### src/rtl/rof_pkg.sv
package rof_pkg;

  // Kind of redundant-thread decode seen by the buffer.
  typedef enum logic [1:0] {
    DEC_NONE = 2'd0,
    DEC_FILL = 2'd1,   // non-executing: take value from queue
    DEC_KILL = 2'd2    // executing: drop forwarded value
  } dec_kind_e;

  // Circular pointer advance for a queue of arbitrary depth.
  function automatic int unsigned wrap_inc(input int unsigned ptr,
                                           input int unsigned depth);
    return (ptr + 1 >= depth) ? 0 : ptr + 1;
  endfunction

  // Occupancy after one cycle with optional push and pop.
  function automatic int unsigned occ_next(input int unsigned occ,
                                           input logic push,
                                           input logic pop);
    return occ + (push ? 1 : 0) - (pop ? 1 : 0);
  endfunction

endpackage

### src/rtl/rof_cvq.sv
module rof_cvq #(
  parameter int DATA_W = 16,
  parameter int DEPTH  = 4
) (
  input  logic              clk,
  input  logic              rst_n,
  input  logic              flush,
  input  logic              push_req,
  input  logic [DATA_W-1:0] push_data,
  input  logic              pop_req,
  output logic              ready,
  output logic              pop_ok,
  output logic              underflow,
  output logic [DATA_W-1:0] head_data
);
  localparam int PTR_W = (DEPTH > 1) ? $clog2(DEPTH) : 1;
  localparam int CNT_W = $clog2(DEPTH + 1);
  localparam logic [CNT_W-1:0] FULL_CNT = CNT_W'(DEPTH);

  logic [DATA_W-1:0] mem [DEPTH];
  logic [PTR_W-1:0]  wptr, rptr;
  logic [CNT_W-1:0]  count;

  // Named internal events
  logic empty, full, push_fire;

  assign empty     = (count == '0);
  assign full      = (count == FULL_CNT);
  assign ready     = !full && !flush;
  assign push_fire = push_req && ready;
  // Occupancy is registered, so a same-cycle push never feeds a pop.
  assign pop_ok    = pop_req && !empty && !flush;
  assign underflow = pop_req && empty && !flush;
  assign head_data = mem[rptr];

  always_ff @(posedge clk) begin
    if (!rst_n || flush) begin
      wptr  <= '0;
      rptr  <= '0;
      count <= '0;
    end else begin
      if (push_fire)
        wptr <= PTR_W'(rof_pkg::wrap_inc(int'(wptr), DEPTH));
      if (pop_ok)
        rptr <= PTR_W'(rof_pkg::wrap_inc(int'(rptr), DEPTH));
      count <= CNT_W'(rof_pkg::occ_next(int'(count), push_fire, pop_ok));
    end
  end

  always_ff @(posedge clk) begin
    if (push_fire)
      mem[wptr] <= push_data;
  end

  p_no_overflow_r8: assert property (@(posedge clk) disable iff (!rst_n)
    count <= FULL_CNT);

  p_full_holds_r8: assert property (@(posedge clk) disable iff (!rst_n)
    (full && !pop_ok && !flush) |=> full);

  p_flush_empties_r11: assert property (@(posedge clk) disable iff (!rst_n)
    flush |=> (count == '0));

  p_no_bypass_r9: assert property (@(posedge clk) disable iff (!rst_n)
    (empty && push_req && pop_req && !flush) |=> (count == CNT_W'(1)));

endmodule

### src/rtl/rof_opbuf.sv
module rof_opbuf #(
  parameter int DATA_W = 16,
  parameter int NREG   = 8,
  parameter int NSRC   = 2
) (
  input  logic                   clk,
  input  logic                   rst_n,
  input  logic                   flush,
  input  logic                   fill_en,
  input  logic [$clog2(NREG)-1:0] fill_idx,
  input  logic [DATA_W-1:0]      fill_data,
  input  logic                   kill_en,
  input  logic [$clog2(NREG)-1:0] kill_idx,
  input  logic [NSRC*$clog2(NREG)-1:0] src_idx,
  output logic [NSRC-1:0]        src_hit,
  output logic [NSRC*DATA_W-1:0] src_val,
  input  logic [$clog2(NREG)-1:0] st_idx,
  output logic                   st_ok
);
  localparam int REG_W = $clog2(NREG);

  logic [NREG-1:0]   vld;
  logic [DATA_W-1:0] val [NREG];

  always_ff @(posedge clk) begin
    if (!rst_n || flush) begin
      vld <= '0;
    end else begin
      if (kill_en) vld[kill_idx] <= 1'b0;
      if (fill_en) vld[fill_idx] <= 1'b1;
    end
  end

  always_ff @(posedge clk) begin
    if (fill_en)
      val[fill_idx] <= fill_data;
  end

  for (genvar g = 0; g < NSRC; g++) begin : g_lookup
    logic [REG_W-1:0] idx;
    assign idx = src_idx[g*REG_W +: REG_W];
    assign src_hit[g] = vld[idx];
    assign src_val[g*DATA_W +: DATA_W] = vld[idx] ? val[idx] : '0;
  end

  assign st_ok = vld[st_idx];

  p_fill_sets_r3: assert property (@(posedge clk) disable iff (!rst_n)
    (fill_en && !flush) |=> (vld[$past(fill_idx)] &&
                             val[$past(fill_idx)] == $past(fill_data)));

  p_kill_clears_r4: assert property (@(posedge clk) disable iff (!rst_n)
    (kill_en && !fill_en && !flush) |=> !vld[$past(kill_idx)]);

  p_flush_clears_r11: assert property (@(posedge clk) disable iff (!rst_n)
    flush |=> (vld == '0));

endmodule

### src/rtl/rof_decide.sv
module rof_decide #(
  parameter int NREG = 8
) (
  input  logic                    flush,
  input  logic                    dc_valid,
  input  logic                    dc_exec,
  input  logic [$clog2(NREG)-1:0] dc_dst,
  input  logic                    pop_ok,
  output logic                    pop_req,
  output logic                    fill_en,
  output logic                    kill_en,
  output logic [$clog2(NREG)-1:0] upd_idx,
  input  logic                    st_valid,
  input  logic                    st_reexec,
  input  logic                    st_data_ok,
  output logic                    st_skip
);
  rof_pkg::dec_kind_e kind;

  always_comb begin
    if (!dc_valid || flush) kind = rof_pkg::DEC_NONE;
    else if (dc_exec)       kind = rof_pkg::DEC_KILL;
    else                    kind = rof_pkg::DEC_FILL;
  end

  assign pop_req = (kind == rof_pkg::DEC_FILL);
  assign fill_en = pop_req && pop_ok;
  assign kill_en = (kind == rof_pkg::DEC_KILL);
  assign upd_idx = dc_dst;

  // Both the address and the data of the store must be validated.
  assign st_skip = st_valid && !st_reexec && st_data_ok;

  always_comb begin
    a_skip_needs_addr_r6: assert (!st_skip || !st_reexec);
    a_one_update_r3: assert (!(fill_en && kill_en));
  end

endmodule

### src/rtl/rof_top.sv
module rof_top #(
  parameter int DATA_W = 16,
  parameter int NREG   = 8,
  parameter int DEPTH  = 4,
  parameter int NSRC   = 2,
  localparam int REG_W = $clog2(NREG)
) (
  input  logic                   clk,
  input  logic                   rst_n,
  input  logic                   flush,
  input  logic                   cm_valid,
  input  logic [DATA_W-1:0]      cm_data,
  output logic                   cm_ready,
  input  logic                   dc_valid,
  input  logic                   dc_exec,
  input  logic [REG_W-1:0]       dc_dst,
  output logic                   dc_underflow,
  input  logic [NSRC*REG_W-1:0]  src_idx,
  output logic [NSRC-1:0]        src_hit,
  output logic [NSRC*DATA_W-1:0] src_val,
  input  logic                   st_valid,
  input  logic                   st_reexec,
  input  logic [REG_W-1:0]       st_reg,
  output logic                   st_skip
);
  logic              pop_req, pop_ok, fill_en, kill_en, st_data_ok;
  logic [REG_W-1:0]  upd_idx;
  logic [DATA_W-1:0] head_data;

  rof_cvq #(.DATA_W(DATA_W), .DEPTH(DEPTH)) u_cvq (
    .clk       (clk),
    .rst_n     (rst_n),
    .flush     (flush),
    .push_req  (cm_valid),
    .push_data (cm_data),
    .pop_req   (pop_req),
    .ready     (cm_ready),
    .pop_ok    (pop_ok),
    .underflow (dc_underflow),
    .head_data (head_data)
  );

  rof_decide #(.NREG(NREG)) u_decide (
    .flush      (flush),
    .dc_valid   (dc_valid),
    .dc_exec    (dc_exec),
    .dc_dst     (dc_dst),
    .pop_ok     (pop_ok),
    .pop_req    (pop_req),
    .fill_en    (fill_en),
    .kill_en    (kill_en),
    .upd_idx    (upd_idx),
    .st_valid   (st_valid),
    .st_reexec  (st_reexec),
    .st_data_ok (st_data_ok),
    .st_skip    (st_skip)
  );

  rof_opbuf #(.DATA_W(DATA_W), .NREG(NREG), .NSRC(NSRC)) u_opbuf (
    .clk       (clk),
    .rst_n     (rst_n),
    .flush     (flush),
    .fill_en   (fill_en),
    .fill_idx  (upd_idx),
    .fill_data (head_data),
    .kill_en   (kill_en),
    .kill_idx  (upd_idx),
    .src_idx   (src_idx),
    .src_hit   (src_hit),
    .src_val   (src_val),
    .st_idx    (st_reg),
    .st_ok     (st_data_ok)
  );

  p_underflow_no_fill_r7: assert property (@(posedge clk) disable iff (!rst_n)
    dc_underflow |-> !fill_en);

  p_flush_quiet_r11: assert property (@(posedge clk) disable iff (!rst_n)
    flush |-> (!cm_ready && !dc_underflow));

endmodule

### config.mk
export PLATFORM = sky130hd
export DESIGN_NAME = rof_top
export DESIGN_NICKNAME = d
export VERILOG_FILES = /design/src/rtl/rof_pkg.sv /design/src/rtl/rof_cvq.sv /design/src/rtl/rof_opbuf.sv /design/src/rtl/rof_decide.sv /design/src/rtl/rof_top.sv
export SDC_FILE = /design/constraint.sdc
export NUM_CORES = 1
export LEC_CHECK = 0
export BUFFER_PORTS_ARGS = -buffer_cell sky130_fd_sc_hd__buf_2
export CAP_MARGIN = 20
export CORE_ASPECT_RATIO = 0.8
export CORE_MARGIN = 1
export CORE_UTILIZATION = 60
export DETAILED_ROUTE_END_ITERATION = 10
export MAX_ROUTING_LAYER = met4
export PLACE_DENSITY_LB_ADDON = 0.3
export SYNTH_ARGS = -nofsm -noshare
export SYNTH_HDL_FRONTEND = slang
export SYNTH_SLANG_ARGS = --single-unit
### constraint.sdc
create_clock -name clk -period 7.86 [get_ports clk]
set_input_delay 0.393 -clock clk [delete_from_list [all_inputs] [get_ports clk]]
set_output_delay 0.393 -clock clk [all_outputs]
set_load 0.01 [all_outputs]
==> results of run 1 <==
-- power groups by stage --
| stage | clock [mW] | combinational, mW | sequential, mW |
|---|---|---|---|
| after floorplan | 0 | 0.0848 | 1.24 |
| after detailed placement | 0 | 0.119 | 1.24 |
| after CTS | 0.913 | 0.120 | 1.22 |
| final | 0.903 | 0.119 | 1.22 |
| after global placement | 0 | 0.115 | 1.24 |
| after global routing | 0.948 | 0.129 | 1.22 |
-- metal layers --
layer | part of all wire | track usage | vias up
met5 | 0 | - | -
met4 | 0.015 | 0.06232 | 0
met3 | 0.054 | 0.03682 | 24
met2 | 0.52 | 0.4073 | 177
met1 | 0.41 | 0.3249 | 2524
li1 | - | - | 2141
-- placed cells by master, fill, tap and decap left out, drive strengths merged, types with 5 or more instances in the layout --
cell type	synthesis	routed
edfxtp	192	192
mux4	85	85
buf	18	76
nor2	45	45
mux2i	34	34
clkbuf	15	27
dfxtp	17	17
inv	8	9
ha	7	7
clkinv	0	7
nor3	6	6
nand2	5	5
o31ai	5	5
-- kinds of logic after synthesis --
| family | count (synthesis) |
|---|---|
| flops | 209 |
| xor+xnor | 1 |
| buf+inv | 41 |
| compound gates | 20 |
| mux | 120 |
| simple gates | 87 |
| fa+ha+maj | 8 |
-- flip-flops by register name, indices dropped and copies added (netlist names), named ones only --
register	count
u_cvq.count	3
u_cvq.mem	64
u_cvq.wptr	2
u_opbuf.vld	8
u_cvq.rptr	2
u_opbuf.val	128
-- how the worst max path moves through the flow --
stage                     from  depth (start not counted)                end
floorplan                flush                          5  u_opbuf.val[0][0]
global placement    src_idx[3]                          6        src_val[24]
detailed placement  src_idx[3]                          6        src_val[17]
CTS                 src_idx[3]                          6        src_val[17]
global route        src_idx[3]                          6        src_val[17]
finish              src_idx[0]                          6         src_val[8]
-- worst reg2reg max path, stage by stage (launching register included) --
cell,delay (ns)
sky130_fd_sc_hd__dfxtp_1,0.43
sky130_fd_sc_hd__nor3_1,0.15
sky130_fd_sc_hd__or3_1,0.55
sky130_fd_sc_hd__nor2_2,0.90
-- cell type report --
class                           count  share of cell area
Clock buffer                       27             0.05237
Timing Repair Buffer               76             0.03957
Tap cell                          210             0.02511
Clock inverter                      9            0.006337
Inverter                            8            0.002869
Sequential cell                   209              0.5835
Multi-Input combinational cell    236              0.2903
==> results_tabular.tex, run 1 <==
\begin{tabular}{lr}
\hline
Metric & Value \\
\hline
\multicolumn{2}{l}{\textbf{Status}} \\
Outcome & finished, final reports clean \\
\multicolumn{2}{l}{\textbf{Detailed routing}} \\
DR pass1 iterations & 4 \\
Final routed wirelength across all metal layers & 18,320 um \\
First DRT Iteration DRCs & 346 \\
ANT nets after route & 0 \\
Number of design rule violations left after detail routing & 0 \\
Vias after detailed routing & 4,866 \\
Per-cell routed wire length & 23.64 um \\
Via-to-Cell Ratio & 6.279 \\
\multicolumn{2}{l}{\textbf{Cells and area}} \\
Final \#Nets & 596 \\
Post-layout utilization of the core & 0.6947 \\
Layout cells sized above 1 & 0.3540 \\
Multi-input combinational cell area & 3038 um\^{}2 \\
Footprint of the flip-flops and latches & 6106 um\^{}2 \\
Post-route cell area & 10,470 um\^{}2 \\
Layout fillers & 926 \\
Area Growth Syn to Fin & 12.69\% \\
Final Instance Count excl. Fillers & 775 \\
Number of antenna repair diodes & 0 \\
\multicolumn{2}{l}{\textbf{Logic synthesis}} \\
Synth Warn \# & 0 \\
Post-synth EDFFs & 192 \\
Compound-Gate Fraction of Synth Area & 0.01765 \\
Simple-Gate Fraction of Synth Area & 0.04621 \\
Largest family of logic cells by synthesized area & multiplexers \\
Mux cell area share after synthesis & 0.2467 \\
Fraction of synthesis flops using an asynchronous set or reset pin & 0 \\
Post-synthesis net count & 530 \\
Share of Yosys cell area claimed by the top area cell type & 0.6209 \\
Biggest area contributors in the synthesized netlist & sky130\_fd\_sc\_hd\_\_edfxtp\_1 (62\%), sky130\_fd\_sc\_hd\_\_mux4\_2 (21\%), sky130\_fd\_sc\_hd\_\_dfxtp\_1 (3.7\%) \\
Summed instance area of the synthesized netlist & 9286 um\^{}2 \\
Leading cell types by count after synthesis & sky130\_fd\_sc\_hd\_\_edfxtp\_1 (192), sky130\_fd\_sc\_hd\_\_mux4\_2 (85), sky130\_fd\_sc\_hd\_\_nor2\_1 (45), sky130\_fd\_sc\_hd\_\_mux2i\_1 (32), sky130\_fd\_sc\_hd\_\_dfxtp\_1 (17) \\
Arithmetic-cell share of the synthesized area counting full adders, half adders and majority gates & 0.01159 \\
Yosys top cell by area & sky130\_fd\_sc\_hd\_\_edfxtp\_1 \\
Mean cell area of the mapped netlist & 19.11 um\^{}2 \\
Synthesized-area fraction occupied by xor and xnor cells & 0.0009431 \\
Most common cell in the netlist & sky130\_fd\_sc\_hd\_\_edfxtp\_1 \\
Top\_reg\_cell synth & sky130\_fd\_sc\_hd\_\_edfxtp\_1 \\
Number of distinct library cell variants in the gate-level netlist after synthesis & 40 \\
Seq/Total Area, Yosys & 0.6575 \\
Post-synthesis cell count & 486 \\
Synth Register Bits & 209 \\
\multicolumn{2}{l}{\textbf{Setup path}} \\
Most Frequent Cell on Critical Path & sky130\_fd\_sc\_hd\_\_buf\_2 \\
Slowest CP cell & sky130\_fd\_sc\_hd\_\_mux4\_2 \\
Worst path arrival time & 2.53 ns \\
Internal reg-to-reg setup slack & 5.44 ns \\
Number of cells on the worst reg-to-reg path & 3 \\
Category of the critical setup timing path & in2out \\
Top cell family by delay on the critical path & multiplexers \\
Cell-by-cell listing of the critical path & buf\_2, buf\_4, mux4\_2, mux2i\_4, nor2\_1, buf\_2 \\
Highest fanout seen on the critical path & 34 \\
Endpoint of the most critical register-to-register path & u\_opbuf.val[5][13] \\
Type of element launching the critical path & primary input \\
Critical Path Sink Type & primary output \\
Startpoint of the worst register-to-register path & u\_cvq.count[1] \\
WP data required & 7.47 ns \\
Delay of the slowest critical-path stage & 0.62 ns \\
Bufs and invs on worst path & 3 \\
\multicolumn{2}{l}{\textbf{GRT}} \\
Wire length of the first global-routing pass & 28,010 um \\
Grt total ovfl & 0 \\
Via count of the first global-routing pass & 5,078 \\
Largest net degree at the start of global routing & 35 \\
GR Util All Layers & 0.2457 \\
Number of antenna violations at the first check in global routing & 0 \\
\multicolumn{2}{l}{\textbf{Floorplan}} \\
Die Y & 113.3 um \\
Standard-cell row count & 40 \\
Die Span X & 141.1 um \\
Effective utilization at floorplan & 0.6164 \\
Number of top-level pins & 73 \\
Area of the core region & 15,060 um\^{}2 \\
Area enclosed by the die boundary & 15,980 um\^{}2 \\
\multicolumn{2}{l}{\textbf{CTS}} \\
Number of buffers inserted to repair setup after CTS & 0 \\
Clock root buffer & sky130\_fd\_sc\_hd\_\_clkbuf\_16 \\
Skew-Pair Late Insertion Delay & 0.50 ns \\
Number of buffers added by the clock tree synthesis step & 21 \\
Largest buffer count on any clock path & 3 \\
Maximum level of the CTS H-tree & 1 \\
\# hold bufs at CTS & 0 \\
Count of instances resized after the clock tree is built & 0 \\
Clock slew at reported path FFs & 0.06 ns \\
CTS tree & yes \\
Count of clock tree sinks & 209 \\
\multicolumn{2}{l}{\textbf{Power}} \\
Portion of total power attributed to the clock network & 0.403 \\
Combinational group share of total power & 0.053 \\
P\_int & 1.794 mW \\
Power density over the cells & 214.4 nW/um\^{}2 \\
IR Drop Worst-Case VDD & 0.2117 mV \\
Switching Fraction & 0.2001 \\
Part of the power in registers & 0.544 \\
Net switching component of the power & 0.4489 mW \\
Total power & 2.243 mW \\
Leakage power & 3.555 nW \\
\multicolumn{2}{l}{\textbf{STA}} \\
Final Hold Vio Count & 0 \\
Final critical-path share of the clock period & 0.3719 \\
Clock skew & 0.01452 ns \\
Max\_slew headroom & 0.2686 \\
Setup\_tns & 0 ns \\
Unrepaired setup endpoints after global routing & no \\
Max Fclk & 0.3421 GHz \\
Final setup violation count & 0 \\
Minimum clock period & 2.923 ns \\
Slew at the pin with the worst max-slew slack & 1.096 ns \\
Hold Slack & 0.1109 ns \\
Max-slew violations & 0 \\
Worst path setup slack after routing & 4.937 ns \\
\multicolumn{2}{l}{\textbf{Run}} \\
Max capacitance violation total & 0 \\
\multicolumn{2}{l}{\textbf{Hold path}} \\
Hold\_sp & cm\_data[3] \\
Class of the most critical hold timing path & in2reg \\
WHS Endpoint & u\_cvq.mem[0][3] \\
Cell depth of the worst hold path & 1 \\
\multicolumn{2}{l}{\textbf{Placement}} \\
Final Wtd Congestion & 0.7806 \\
Estimated wirelength of the detail-placed design & 11,000 um \\
Setup WS pre-CTS & 4.890 ns \\
Cell area reported after detailed placement & 9812 um\^{}2 \\
Placed Instances & 737 \\
Port-buffer cells & 72 \\
\hline
\end{tabular}
Power figures use the tool's default switching activity.
==> inputs of run 2 (changes only) <==
ABC_AREA = 1   (was default)
CORE_UTILIZATION = 55   (was 60)
clock period = 2.4 ns   (was 7.86 ns; I/O delays follow)
==> run 2 against run 1 <==
Against the previous run:
- final area rose by 16%
- highest routed layer unchanged
- first-iteration DRC count rose to 2.6 times the previous value
- critical path type is now reg2reg
- largest power group unchanged
- core utilization fell by 5.7 points
- register-to-register slack got worse by 5.2 ns
- clock-buffer cell count did not move
==> results_tabular.tex, run 2 <==
\begin{tabular}{lr}
\hline
Metric & Value \\
\hline
\multicolumn{2}{l}{\textbf{Status}} \\
Outcome & finished, final reports clean \\
\multicolumn{2}{l}{\textbf{Logic synthesis}} \\
Fraction of synthesis flops using an asynchronous set or reset pin & 0 \\
Mux cell area share after synthesis & 0 \\
Simple-Gate Fraction of Synth Area & 0.2667 \\
Top\_reg\_cell synth & sky130\_fd\_sc\_hd\_\_edfxtp\_1 \\
Synth Register Bits & 209 \\
Number of distinct library cell variants in the gate-level netlist after synthesis & 26 \\
Synthesized-area fraction occupied by xor and xnor cells & 0.0008242 \\
Post-synthesis net count & 1,297 \\
Post-synthesis cell count & 1,253 \\
Largest family of logic cells by synthesized area & simple AND/OR/NAND/NOR gates \\
Most common cell in the netlist & sky130\_fd\_sc\_hd\_\_nand2\_1 \\
Share of Yosys cell area claimed by the top area cell type & 0.5426 \\
Seq/Total Area, Yosys & 0.5746 \\
Yosys top cell by area & sky130\_fd\_sc\_hd\_\_edfxtp\_1 \\
Compound-Gate Fraction of Synth Area & 0.03780 \\
Synth Warn \# & 0 \\
Summed instance area of the synthesized netlist & 10,630 um\^{}2 \\
Arithmetic-cell share of the synthesized area counting full adders, half adders and majority gates & 0.01013 \\
Biggest area contributors in the synthesized netlist & sky130\_fd\_sc\_hd\_\_edfxtp\_1 (54\%), sky130\_fd\_sc\_hd\_\_nand2\_1 (17\%), sky130\_fd\_sc\_hd\_\_nand3\_1 (7.0\%) \\
Leading cell types by count after synthesis & sky130\_fd\_sc\_hd\_\_nand2\_1 (487), sky130\_fd\_sc\_hd\_\_inv\_1 (198), sky130\_fd\_sc\_hd\_\_edfxtp\_1 (192), sky130\_fd\_sc\_hd\_\_nand3\_1 (149), sky130\_fd\_sc\_hd\_\_nor2\_1 (49) \\
Post-synth EDFFs & 192 \\
Mean cell area of the mapped netlist & 8.481 um\^{}2 \\
\multicolumn{2}{l}{\textbf{Cells and area}} \\
Layout cells sized above 1 & 0.1130 \\
Regs by FF count & u\_opbuf.val x128, u\_cvq.mem x64, u\_opbuf.vld x8 \\
Final \#Nets & 1,393 \\
Commonest non-fill, non-tap cell in the layout & sky130\_fd\_sc\_hd\_\_nand2\_1 \\
Number of antenna repair diodes & 0 \\
Post-layout utilization of the core & 0.6380 \\
Most frequent cells in the layout & sky130\_fd\_sc\_hd\_\_nand2\_1 (487), sky130\_fd\_sc\_hd\_\_inv\_1 (198), sky130\_fd\_sc\_hd\_\_edfxtp\_1 (192), sky130\_fd\_sc\_hd\_\_nand3\_1 (149), sky130\_fd\_sc\_hd\_\_buf\_2 (72) \\
Area Growth Syn to Fin & 13.93\% \\
Most flop-heavy register & u\_opbuf.val \\
Max FFs per register & 128 \\
\multicolumn{2}{l}{\textbf{STA}} \\
Minimum clock period & 2.136 ns \\
Clock skew & 0.01313 ns \\
Hold Slack & 0.05722 ns \\
Slew at the pin with the worst max-slew slack & 0.6265 ns \\
Max\_slew headroom & 0.5823 \\
Final Hold Vio Count & 0 \\
Max Fclk & 0.4682 GHz \\
Unrepaired setup endpoints after global routing & no \\
Setup\_tns & 0 ns \\
Final setup violation count & 0 \\
Max-slew violations & 0 \\
Final critical-path share of the clock period & 0.8899 \\
\multicolumn{2}{l}{\textbf{GRT}} \\
GR Util All Layers & 0.2676 \\
Via count of the first global-routing pass & 7,717 \\
Number of antenna violations at the first check in global routing & 0 \\
Largest net degree at the start of global routing & 47 \\
Grt total ovfl & 0 \\
Wire length of the first global-routing pass & 39,470 um \\
\multicolumn{2}{l}{\textbf{Floorplan}} \\
Area enclosed by the die boundary & 19,880 um\^{}2 \\
Die Y & 126.3 um \\
Die Span X & 157.4 um \\
Effective utilization at floorplan & 0.5600 \\
Standard-cell row count & 45 \\
Area of the core region & 18,970 um\^{}2 \\
Number of top-level pins & 73 \\
\multicolumn{2}{l}{\textbf{Detailed routing}} \\
ANT nets after route & 0 \\
Per-cell routed wire length & 15.43 um \\
Final routed wirelength across all metal layers & 25,020 um \\
Via-to-Cell Ratio & 5.176 \\
First DRT Iteration DRCs & 904 \\
Vias after detailed routing & 8,390 \\
DR pass1 iterations & 6 \\
Number of design rule violations left after detail routing & 0 \\
\multicolumn{2}{l}{\textbf{Hold path}} \\
Cell depth of the worst hold path & 4 \\
Hold\_sp & dc\_dst[2] \\
Class of the most critical hold timing path & in2reg \\
WHS Endpoint & u\_opbuf.vld[5] \\
\multicolumn{2}{l}{\textbf{CTS}} \\
Largest buffer count on any clock path & 3 \\
Number of buffers inserted to repair setup after CTS & 0 \\
Number of buffers added by the clock tree synthesis step & 22 \\
Count of clock tree sinks & 209 \\
Clock root buffer & sky130\_fd\_sc\_hd\_\_clkbuf\_16 \\
Skew-Pair Late Insertion Delay & 0.50 ns \\
Maximum level of the CTS H-tree & 1 \\
CTS tree & yes \\
Clock slew at reported path FFs & 0.06 ns \\
\multicolumn{2}{l}{\textbf{Setup path}} \\
Internal reg-to-reg setup slack & 0.26 ns \\
WP data required & 2.80 ns \\
Highest fanout seen on the critical path & 5 \\
Type of element launching the critical path & register \\
Number of cells on the worst reg-to-reg path & 12 \\
Origin of the worst setup path & u\_cvq.count[1] \\
Startpoint of the worst register-to-register path & u\_cvq.count[1] \\
Endpoint of the most critical register-to-register path & u\_cvq.count[2] \\
Category of the critical setup timing path & reg2reg \\
Worst path arrival time & 2.53 ns \\
Critical Path Sink Type & register \\
\multicolumn{2}{l}{\textbf{Placement}} \\
Final Wtd Congestion & 0.8677 \\
Estimated wirelength of the detail-placed design & 14,840 um \\
Port-buffer cells & 72 \\
\multicolumn{2}{l}{\textbf{Power}} \\
Leakage power & 5.812 nW \\
Total power & 7.904 mW \\
IR Drop Worst-Case VDD & 0.5807 mV \\
Power density over the cells & 652.8 nW/um\^{}2 \\
\multicolumn{2}{l}{\textbf{Run}} \\
Max capacitance violation total & 0 \\
\hline
\end{tabular}
## run 2: cell types whose count changed after synthesis, sizes merged, moves of 11 or more
cell	before	now
o21ai	3	43
o22ai	0	16
mux2i	34	0
a21oi	2	13
inv	8	203
nand2	5	489
mux4	85	0
buf	18	45
nand3	3	149
## run 2: cells by family (layout without fill, tap and decap cells)
family	after synthesis	after routing
and+or+nand+nor	696	696
buffers and inverters	264	374
DFF	209	209
AOI/OAI and AO/OA	75	75
adders and majority gates	8	8
xor gates and xnor gates	1	1
## run 2: final cells by class
type / count / area (um^2)
tap: 258 / 322.8
fill: 1555 / 6868
sequential: 209 / 6106
clock inverter: 11 / 116.4
inverter: 205 / 769.5
clock buffer: 27 / 569.3
timing repair buffer: 131 / 868.3
multi-input combinational: 780 / 3354
## run 2: worst max-delay path: stages, from the launching register on
cell and delay, ns:
sky130_fd_sc_hd__dfxtp_1 0.33, sky130_fd_sc_hd__inv_1 0.12, sky130_fd_sc_hd__nand3_1 0.10, sky130_fd_sc_hd__nand2_1 0.15
sky130_fd_sc_hd__inv_1 0.09, sky130_fd_sc_hd__ha_1 0.28, sky130_fd_sc_hd__inv_1 0.06, sky130_fd_sc_hd__ha_1 0.13
sky130_fd_sc_hd__inv_1 0.05, sky130_fd_sc_hd__fa_1 0.38, sky130_fd_sc_hd__xnor2_1 0.14, sky130_fd_sc_hd__o21ai_0 0.15
sky130_fd_sc_hd__a21oi_1 0.05
## run 2: worst max path at each step
stage / end / slack [ns] / cells after the start
finish: u_cvq.count[2] / 0.26 / 12
global route: u_cvq.count[2] / 0.04 / 12
CTS: u_cvq.count[2] / 0.24 / 12
detailed placement: u_cvq.count[2] / 0.25 / 12
global placement: u_cvq.count[2] / 0.31 / 12
floorplan: u_cvq.count[2] / 0.27 / 12
## run 2: metrics by stage
stage	setup slack, ns	cells	instance area, um^2
global placement	0.3062	1567	11260
detailed placement	0.2477	1567	11260
global route	0.04080	1621	12110
finish	0.2642	1621	12110
floorplan	0.2725	1253	10630
CTS	0.2421	1621	12110
## run 2: layer usage
layer,GRT usage,share of wire,wire length [um],vias up
li1,-,-,-,4168
met5,-,0,0,-
met4,0.09252,0.026,652,0
met3,0.04407,0.089,2231,63
met1,0.3419,0.41,10320,3736
met2,0.4341,0.47,11810,423
## run 2: what timing repair did
item / in CTS / in global routing
hold buffers: 16 / 0
gates resized for setup: 0 / 0
endpoints found under the hold margin: 64 / 0
## run 2: where the power goes
part / internal (mW) / switching [mW] / total [mW]
registers: 3.99 / 0.00616 / 4.00
logic: 0.226 / 0.453 / 0.679
clock network: 1.90 / 1.32 / 3.23
==> inputs of run 3 (changes only) <==
CELL_PAD_IN_SITES_DETAIL_PLACEMENT = 1   (was default)
CELL_PAD_IN_SITES_GLOBAL_PLACEMENT = 2   (was default)
CORE_UTILIZATION = 34   (was 55)
==> run 3 against run 2 <==
Against the previous run:
- critical endpoint is now src_val[3]
- routed wire length grew 34%
- register-to-register slack lost 0.02 ns
- critical path depth fell by 3
==> results_tabular.tex, run 3 (synthesis gave the netlist of run 2 again) <==
\begin{tabular}{lr}
\hline
Metric & Value \\
\hline
\multicolumn{2}{l}{\textbf{Status}} \\
Outcome & finished, final reports clean \\
\multicolumn{2}{l}{\textbf{STA}} \\
Setup\_tns & 0 ns \\
Max-slew violations & 0 \\
Final Hold Vio Count & 0 \\
Unrepaired setup endpoints after global routing & no \\
Max Fclk & 0.4597 GHz \\
Clock skew & 0.009140 ns \\
Final critical-path share of the clock period & 0.9063 \\
Minimum clock period & 2.175 ns \\
Slew at the pin with the worst max-slew slack & 0.6889 ns \\
Max\_slew headroom & 0.5408 \\
Final setup violation count & 0 \\
\multicolumn{2}{l}{\textbf{Power}} \\
P\_int & 6.069 mW \\
IR Drop Worst-Case VDD & 0.5591 mV \\
Net switching component of the power & 1.900 mW \\
Part of the power in registers & 0.502 \\
Portion of total power attributed to the clock network & 0.405 \\
Combinational group share of total power & 0.093 \\
Switching Fraction & 0.2384 \\
Power density over the cells & 646.4 nW/um\^{}2 \\
Leakage power & 5.818 nW \\
\multicolumn{2}{l}{\textbf{Detailed routing}} \\
Met3 routed WL & 1057 um \\
Via-to-Cell Ratio & 4.803 \\
Per-cell routed wire length & 18.83 um \\
DR pass1 iterations & 5 \\
First DRT Iteration DRCs & 513 \\
Routed wl met2 & 15,260 um \\
Detailed-routing wirelength on met1 & 16,510 um \\
Vias after detailed routing & 8,525 \\
Top layer used by detailed routing & met4 \\
Final routed wirelength across all metal layers & 33,420 um \\
ANT nets after route & 0 \\
Number of design rule violations left after detail routing & 0 \\
\multicolumn{2}{l}{\textbf{Setup path}} \\
Highest fanout seen on the critical path & 17 \\
WP data required & 2.28 ns \\
Worst path arrival time & 2.06 ns \\
Category of the critical setup timing path & reg2out \\
Critical Path Sink Type & primary output \\
Type of element launching the critical path & register \\
\multicolumn{2}{l}{\textbf{Placement}} \\
Port-buffer cells & 72 \\
Final Wtd Congestion & 0.7632 \\
Cell area reported after detailed placement & 11,500 um\^{}2 \\
Estimated wirelength of the detail-placed design & 20,470 um \\
\multicolumn{2}{l}{\textbf{GRT}} \\
Wire length of the first global-routing pass & 52,290 um \\
Largest net degree at the start of global routing & 69 \\
Grt total ovfl & 0 \\
Number of antenna violations at the first check in global routing & 0 \\
Via count of the first global-routing pass & 8,924 \\
GR Util All Layers & 0.2234 \\
\multicolumn{2}{l}{\textbf{CTS}} \\
CTS tree & yes \\
Largest buffer count on any clock path & 3 \\
Count of instances resized after the clock tree is built & 0 \\
Clock root buffer & sky130\_fd\_sc\_hd\_\_clkbuf\_16 \\
Number of buffers added by the clock tree synthesis step & 23 \\
Count of clock tree sinks & 209 \\
Clock slew at reported path FFs & 0.06 ns \\
Maximum level of the CTS H-tree & 1 \\
Skew-Pair Late Insertion Delay & 0.52 ns \\
\multicolumn{2}{l}{\textbf{Floorplan}} \\
Die Y & 160.1 um \\
Number of top-level pins & 73 \\
Effective utilization at floorplan & 0.3481 \\
Area of the core region & 30,520 um\^{}2 \\
Die Span X & 199.7 um \\
Standard-cell row count & 57 \\
Area enclosed by the die boundary & 31,970 um\^{}2 \\
\multicolumn{2}{l}{\textbf{Cells and area}} \\
Max FFs per register & 128 \\
Commonest non-fill, non-tap cell in the layout & sky130\_fd\_sc\_hd\_\_nand2\_1 \\
Post-route cell area & 12,330 um\^{}2 \\
Most frequent cells in the layout & sky130\_fd\_sc\_hd\_\_nand2\_1 (487), sky130\_fd\_sc\_hd\_\_inv\_1 (198), sky130\_fd\_sc\_hd\_\_edfxtp\_1 (192), sky130\_fd\_sc\_hd\_\_nand3\_1 (149), sky130\_fd\_sc\_hd\_\_buf\_2 (72) \\
Area Growth Syn to Fin & 16.02\% \\
Final \#Nets & 1,394 \\
Most flop-heavy register & u\_opbuf.val \\
Layout cells sized above 1 & 0.1123 \\
Regs by FF count & u\_opbuf.val x128, u\_cvq.mem x64, u\_opbuf.vld x8 \\
Number of antenna repair diodes & 0 \\
\multicolumn{2}{l}{\textbf{Run}} \\
Max capacitance violation total & 0 \\
\multicolumn{2}{l}{\textbf{Hold path}} \\
Class of the most critical hold timing path & in2reg \\
\hline
\end{tabular}
[run 3: changes by cell type in the layout (fill, tap and decap cells not counted), sizes merged]
cell / change
clkbuf: -1
bufinv: -1
clkinvlp: +1
[run 3: stage by stage]
step           cells    util  power [mW]  hold slack (ns)  setup WS (ns)
3_5_place_dp    1722  0.3769       4.807           0.3377         0.2570
3_3_place_gp    1722  0.3769       4.798           0.3341         0.2430
2_1_floorplan   1253       -       4.517           0.2189         0.2725
5_1_grt         1775  0.4039       8.258          0.09720        0.01682
6_report        1775  0.4039       7.969          0.07135         0.2249
4_1_cts         1775  0.4039       8.059          0.05502         0.1597
[run 3: what timing repair did]
item                                    4_1_cts  5_1_grt
endpoints found under the setup margin        0        0
hold buffers                                 16        0
hold endpoints to repair                     64        0
setup buffers                                 0        0
[run 3: cell type report]
cell class	count	area (um^2)
timing repair buffer	131	918.4
clock buffer	26	586.8
fill	3692	18200
tap	413	516.7
multi-input combinational	780	3354
sequential	209	6106
inverter	205	769.5
clock inverter	11	77.57
[run 3: final timing paths]
| path | startpoint | to | slack, ns | depth (start not counted) |
|---|---|---|---|---|
| worst max-delay path | u_opbuf.vld[2] | src_val[3] | 0.22 | 9 |
| worst min-delay path | dc_dst[0] | u_opbuf.vld[3] | 0.07 | 4 |
| worst max register to register | u_cvq.count[1] | u_cvq.count[2] | 0.24 | 12 |
| worst min register to register | u_opbuf.vld[6] | u_opbuf.vld[6] | 0.48 | 2 |
[run 3: worst max-delay path, stage by stage (launching register included)]
cell	delay, ns
sky130_fd_sc_hd__dfxtp_1	0.39
sky130_fd_sc_hd__inv_1	0.07
sky130_fd_sc_hd__nand2_1	0.07
sky130_fd_sc_hd__nand3_1	0.06
sky130_fd_sc_hd__nand2_1	0.07
sky130_fd_sc_hd__nand2_1	0.06
sky130_fd_sc_hd__nand2_2	0.42
sky130_fd_sc_hd__nand2_1	0.18
sky130_fd_sc_hd__inv_1	0.09
sky130_fd_sc_hd__buf_2	0.13
[run 3: routing by layer]
metal / vias to the layer above / global-route usage
met4: 0 / 0.05031
met5: - / -
li1: 4167 / -
met1: 4155 / 0.3132
met2: 162 / 0.3501
met3: 41 / 0.01985
[run 3: power by group through the flow]
| stage | Clock, mW | Combinational (mW) | Sequential (mW) |
|---|---|---|---|
| after floorplan | 0 | 0.441 | 4.08 |
| after global placement | 0 | 0.722 | 4.08 |
| after detailed placement | 0 | 0.730 | 4.08 |
| after CTS | 3.31 | 0.753 | 4.00 |
| after global routing | 3.43 | 0.829 | 4.00 |
| final | 3.23 | 0.744 | 4.00 |
